==> src/rtl/fifo_chain_pkg.sv <==
package fifo_chain_pkg;

    // Token hand-off pulses between neighbouring slices
    typedef struct packed {
        logic wr;
        logic rd;
    } xtok_t;

    // Per-slice status, both active low
    typedef struct packed {
        logic empty_n;
        logic full_n;
    } sflag_t;

    function automatic int unsigned last_index(input int unsigned depth);
        return depth - 1;
    endfunction

    function automatic int unsigned ptr_bits(input int unsigned depth);
        return (depth > 1) ? $clog2(depth) : 1;
    endfunction

endpackage

==> src/rtl/slice_store.sv <==
module slice_store #(
    parameter int unsigned WIDTH = 9,
    parameter int unsigned DEPTH = 8,
    localparam int unsigned PW   = fifo_chain_pkg::ptr_bits(DEPTH)
) (
    input  logic             clk,
    input  logic             we,
    input  logic [PW-1:0]    waddr,
    input  logic [WIDTH-1:0] wdata,
    input  logic [PW-1:0]    raddr,
    output logic [WIDTH-1:0] rdata
);
    logic [WIDTH-1:0] mem [DEPTH];

    always_ff @(posedge clk) begin
        if (we) mem[waddr] <= wdata;
    end

    assign rdata = mem[raddr];
endmodule

==> src/rtl/chain_slice.sv <==
module chain_slice
    import fifo_chain_pkg::*;
#(
    parameter int unsigned WIDTH = 9,
    parameter int unsigned DEPTH = 8
) (
    input  logic             clk,
    input  logic             rst,
    input  logic             first_load_n,
    input  xtok_t            xin,
    output xtok_t            xout,
    input  logic             wr_en,
    input  logic [WIDTH-1:0] wr_data,
    input  logic             rd_en,
    output logic [WIDTH-1:0] rd_word,
    output sflag_t           flags,
    output logic             wtok_o,
    output logic             rtok_o
);
    localparam int unsigned PW = ptr_bits(DEPTH);
    localparam int unsigned CW = $clog2(DEPTH + 1);
    localparam logic [PW-1:0] LAST = PW'(last_index(DEPTH));
    localparam logic [CW-1:0] FULLC = CW'(DEPTH);

    logic [PW-1:0]    wptr, rptr;
    logic [CW-1:0]    count;
    logic             wtok, rtok;
    logic             wr_fire, rd_fire;
    logic [WIDTH-1:0] head;

    assign wr_fire = wr_en && wtok && (count != FULLC);
    assign rd_fire = rd_en && rtok && (count != '0);

    // combinational hand-off so the neighbour takes the token on this edge
    assign xout.wr = wr_fire && (wptr == LAST);
    assign xout.rd = rd_fire && (rptr == LAST);

    always_ff @(posedge clk) begin
        if (rst) begin
            wptr  <= '0;
            rptr  <= '0;
            count <= '0;
            wtok  <= !first_load_n;
            rtok  <= !first_load_n;
        end else begin
            if (wr_fire) wptr <= (wptr == LAST) ? '0 : wptr + 1'b1;
            if (rd_fire) rptr <= (rptr == LAST) ? '0 : rptr + 1'b1;
            case ({wr_fire, rd_fire})
                2'b10:   count <= count + 1'b1;
                2'b01:   count <= count - 1'b1;
                default: count <= count;
            endcase
            wtok <= (wtok && !xout.wr) || xin.wr;
            rtok <= (rtok && !xout.rd) || xin.rd;
        end
    end

    slice_store #(.WIDTH(WIDTH), .DEPTH(DEPTH)) u_store (
        .clk  (clk),
        .we   (wr_fire),
        .waddr(wptr),
        .wdata(wr_data),
        .raddr(rptr),
        .rdata(head)
    );

    assign rd_word       = rtok ? head : '0;
    assign flags.empty_n = (count != '0);
    assign flags.full_n  = (count != FULLC);
    assign wtok_o        = wtok;
    assign rtok_o        = rtok;
endmodule

==> src/rtl/chain_merge.sv <==
module chain_merge
    import fifo_chain_pkg::*;
#(
    parameter int unsigned N     = 3,
    parameter int unsigned WIDTH = 9
) (
    input  sflag_t           sflags [N],
    input  logic [WIDTH-1:0] words  [N],
    output logic             empty_n,
    output logic             full_n,
    output logic [WIDTH-1:0] word
);
    // OR of active-low flags: low only when every slice reports it
    always_comb begin
        empty_n = 1'b0;
        full_n  = 1'b0;
        word    = '0;
        for (int i = 0; i < int'(N); i++) begin
            empty_n = empty_n | sflags[i].empty_n;
            full_n  = full_n  | sflags[i].full_n;
            word    = word    | words[i];
        end
    end
endmodule

==> src/rtl/fifo_chain.sv <==
module fifo_chain
    import fifo_chain_pkg::*;
#(
    parameter int unsigned WIDTH       = 9,
    parameter int unsigned SLICE_DEPTH = 8,
    parameter int unsigned NUM_SLICES  = 3,
    parameter int unsigned FIRST_SLICE = 0
) (
    input  logic             clk,
    input  logic             rst,
    input  logic             wr_en,
    input  logic [WIDTH-1:0] wr_data,
    input  logic             rd_en,
    output logic [WIDTH-1:0] rd_data,
    output logic             empty_n,
    output logic             full_n
);
    xtok_t            xo     [NUM_SLICES];
    sflag_t           sflags [NUM_SLICES];
    logic [WIDTH-1:0] words  [NUM_SLICES];
    logic [NUM_SLICES-1:0] wtok_vec, rtok_vec;
    logic [WIDTH-1:0] head_word;

    for (genvar g = 0; g < int'(NUM_SLICES); g++) begin : g_slice
        localparam int unsigned PREV = (g + NUM_SLICES - 1) % NUM_SLICES;
        chain_slice #(.WIDTH(WIDTH), .DEPTH(SLICE_DEPTH)) u_slice (
            .clk         (clk),
            .rst         (rst),
            .first_load_n(g != int'(FIRST_SLICE)),
            .xin         (xo[PREV]),
            .xout        (xo[g]),
            .wr_en       (wr_en),
            .wr_data     (wr_data),
            .rd_en       (rd_en),
            .rd_word     (words[g]),
            .flags       (sflags[g]),
            .wtok_o      (wtok_vec[g]),
            .rtok_o      (rtok_vec[g])
        );
    end

    chain_merge #(.N(NUM_SLICES), .WIDTH(WIDTH)) u_merge (
        .sflags (sflags),
        .words  (words),
        .empty_n(empty_n),
        .full_n (full_n),
        .word   (head_word)
    );

    always_ff @(posedge clk) begin
        if (rst)                   rd_data <= '0;
        else if (rd_en && empty_n) rd_data <= head_word;
    end
endmodule

==> config.mk <==
export PLATFORM = sky130hd
export DESIGN_NAME = fifo_chain
export DESIGN_NICKNAME = d
export VERILOG_FILES = /design/src/rtl/fifo_chain_pkg.sv /design/src/rtl/slice_store.sv /design/src/rtl/chain_slice.sv /design/src/rtl/chain_merge.sv /design/src/rtl/fifo_chain.sv
export SDC_FILE = /design/constraint.sdc
export NUM_CORES = 1
export LEC_CHECK = 0
export BUFFER_PORTS_ARGS = -buffer_cell sky130_fd_sc_hd__buf_2
export CORE_UTILIZATION = 55
export DETAILED_ROUTE_END_ITERATION = 16
export GPL_TIMING_DRIVEN = 0
export PLACE_DENSITY_LB_ADDON = 0.15
export RECOVER_POWER = 25
export SYNTH_ARGS = -nofsm -noshare
export SYNTH_HDL_FRONTEND = slang
export SYNTH_SLANG_ARGS = --single-unit
==> constraint.sdc <==
create_clock -name clk -period 7.2 [get_ports clk]
set_input_delay 1.08 -clock clk [delete_from_list [all_inputs] [get_ports clk]]
set_output_delay 1.08 -clock clk [all_outputs]
set_load 0.03 [all_outputs]
==> flow_summary.json <==
{
  "fin_crit_sh_pct": 44.4,
  "synth-edff-count": 216,
  "clockBufferDepth": 3,
  "wl_per_cell_um": 21.8,
  "routed_via_density": 5.92,
  "start_util_pct": 56.0,
  "die-area_um2": 20300,
  "area_delta_synth_final_pct": 13.4,
  "h-tree-depth": 1,
  "critPathCapture": "g_slice[0].u_slice.count[2]$_SDFFE_PP0P_",
  "antenna_found_initial": 1,
  "grt_first_pass_wirelength_mm": 33.2,
  "core_region_area_um2": 19400,
  "reg2reg_from": "g_slice[0].u_slice.count[1]$_SDFFE_PP0P_",
  "final_common_cell": "edfxtp_1",
  "setup_tns_ns": 0,
  "reg2reg_depth": 11,
  "slew_viol_final": 0,
  "postRouteAntennaNets": 0,
  "final_cell_mix": "edfxtp_1 (216), dfxtp_1 (54), mux4_2 (43), nand2_1 (41), nor2_1 (41)",
  "netlist_area_um2": 10900,
  "async_reset_ff_share_pct": 0,
  "hold_violations": 0,
  "grt_max_degree": 25,
  "outcome": "finished with violations",
  "start_kind": "primary input",
  "clk_latency_ns": 0.52,
  "fillers": 1420,
  "post-dp-hpwl_mm": 14.3,
  "worstReg2RegEnd": "g_slice[0].u_slice.count[2]$_SDFFE_PP0P_",
  "tritoncts": "done",
  "worst-path-max-fanout": 9,
  "fin_skew_ns": 0.00610,
  "synth_ff_type": "edfxtp_1",
  "cts_buffers": 27,
  "drt_wl_total_mm": 21.2,
  "cts_resized": 0,
  "hold_buffers": 0,
  "cts.sinks": 270,
  "synth_seq_cells": 270,
  "die_w_um": 143,
  "violations": "design-rule violations",
  "timing.fmax_mhz": 313,
  "syn_area_per_cell_um2": 17.3,
  "r2r_slack_ns": 4.22,
  "drc": 2,
  "crit_required_ns": 7.64,
  "cts.clk_slew.worst_paths_ns": 0.06,
  "drive_gt1_share_pct": 25.6,
  "crit_type": "primary input to register",
  "yosys.area.top_type": "edfxtp_1",
  "postCtsSetupRepairBufs": 0,
  "fin_crit_ns": 3.20,
  "globalplace.congestion": 0.857,
  "setup_viol": 0,
  "num_antenna_cells": 0,
  "synth_seq_area_share_pct": 69.7,
  "hold_class": "register to register",
  "portBuffers": 22,
  "num_vias": 5751,
  "worst_pin_slew_ns": 1.12,
  "relSlewSlack_pct": 25.2,
  "leakage_nw": 4.08,
  "cts_root_buf": "clkbuf_16",
  "fin_hold_ws_ns": 0.460,
  "peakVddDrop_mv": 0.223,
  "synthTopCellsByArea": "edfxtp_1 (60%), dfxtp_1 (10%), mux4_2 (8.9%), mux2_2 (2.5%), mux4_1 (2.4%)",
  "first_pass_iters": 11,
  "synth_nets": 658,
  "drt-initial-drc-count": 335,
  "synth_cell_types": 45,
  "syn_inst": 626,
  "grt_pass1_vias": 5770,
  "cp-startpoint": "wr_en",
  "grt_overflow_total": 0,
  "p_total_mw": 3.52,
  "grt_setup_unrepaired": "false",
  "p_per_area_nw_per_um2": 286,
  "num_rows": 51,
  "drv_cap": 0,
  "grtUsageTotal_pct": 22.2,
  "io_pins": 24,
  "arrival_ns": 3.64,
  "synth_warnings": 0,
  "endpoint_kind": "register",
  "synth_top_area_share_pct": 59.7,
  "die_h_um": 143,
  "nNetsFinal": 719
}
## flip-flops by register name, summed over array words and instances, names as in the netlist, named ones only
name / count
g_slice.u_slice.rptr: 9
g_slice.u_slice.count: 12
g_slice.u_slice.wtok_o: 3
g_slice.u_slice.rtok_o: 3
g_slice.u_slice.u_store.mem: 216
g_slice.u_slice.wptr: 9
rd_data: 9
## where the power goes
part | switching, mW | internal, mW | leakage, nW
combinational | 0.259 | 0.179 | 1.28
clock | 0.555 | 0.745 | 0.409
sequential | 0.0404 | 1.74 | 2.39
## cell families after synthesis
group / Yosys count / synth area share [%]
AOI/OAI and AO/OA: 54 / 3.30
xor gates and xnor gates: 10 / 0.807
adders and majority gates: 19 / 2.19
buffers and inverters: 34 / 1.84
DFF: 270 / 69.7
muxes: 92 / 15.2
and+or+nand+nor: 147 / 6.97
## cells in the mapped netlist, types with 2 or more instances
master and instances:
nor2b_1 6, a21oi_1 18, nand3b_1 5, a221o_1 2, buf_4 2, mux4_1 10, clkinv_1 2, a311oi_1 8
clkbuf_1 7, o21ai_0 10, xor2_1 7, a31oi_1 2, or4_1 2, nor4b_1 8, mux2i_1 15, xnor2_1 3
buf_2 15, nor4_1 3, and3b_1 3, a41oi_1 2, nor2_1 41, or3_1 5, nand2_1 41, nand3_1 3
o2111ai_1 2, nor3_1 13, inv_2 2, dfxtp_1 54, ha_1 19, buf_6 4, mux4_2 43, and3_1 3
mux2_2 24, edfxtp_1 216, nand4_1 2, nor3b_1 9, a22oi_1 7
## metal layers
metal | vias to the layer above | part of all wire, % | GRT usage, % | wire (um)
met4 | 2 | 2.6 | 7.13 | 550
met2 | 143 | 48 | 35.4 | 10100
li1 | 2622 | - | - | -
met1 | 2946 | 45 | 31.9 | 9540
met3 | 38 | 4.6 | 3.06 | 971
met5 | - | 0.061 | 0 | 13
## worst min path at each step
stage                                               from                                    to  slack (ns)  depth (start not counted)
finish              g_slice[1].u_slice.wtok_o$_SDFF_PP0_  g_slice[1].u_slice.wtok_o$_SDFF_PP0_        0.46                          2
global route        g_slice[1].u_slice.wtok_o$_SDFF_PP0_  g_slice[1].u_slice.wtok_o$_SDFF_PP0_        0.49                          2
CTS                 g_slice[1].u_slice.wtok_o$_SDFF_PP0_  g_slice[1].u_slice.wtok_o$_SDFF_PP0_        0.47                          2
detailed placement  g_slice[1].u_slice.wtok_o$_SDFF_PP0_  g_slice[1].u_slice.wtok_o$_SDFF_PP0_        0.46                          2
global placement    g_slice[1].u_slice.wtok_o$_SDFF_PP0_  g_slice[1].u_slice.wtok_o$_SDFF_PP0_        0.45                          2
floorplan           g_slice[1].u_slice.wtok_o$_SDFF_PP0_  g_slice[1].u_slice.wtok_o$_SDFF_PP0_        0.44                          2
## stage by stage
step	setup WS (ns)	utilization, %	std cells	area [um^2]
after floorplan	4.06	-	626	10900
after global placement	2.76	58.3	913	11300
after global routing	3.83	63.5	971	12300
after CTS	4.08	63.5	971	12300
final	4.00	63.5	971	12300
after detailed placement	3.54	59.3	923	11500
## critical path, stage by stage
cell and delay [ns]:
buf_2 0.12, nand2_1 0.09, nor2_1 0.40, clkinv_1 0.44, ha_1 0.41, xor2_1 0.17, ha_1 0.20, a41oi_1 0.19
xor2_1 0.10, or3_1 0.31, a21oi_1 0.14
## cell type report
type	count	area (um^2)	area share, %
tap	265	332	2.69
inverter	5	18.8	0.152
multi-input combinational	322	3210	26.0
buffer	29	181	1.47
timing repair buffer	32	189	1.53
clock buffer	35	726	5.89
clock inverter	13	95.1	0.772
sequential	270	7570	61.4
No activity file was read; power rests on OpenSTA's default activity.
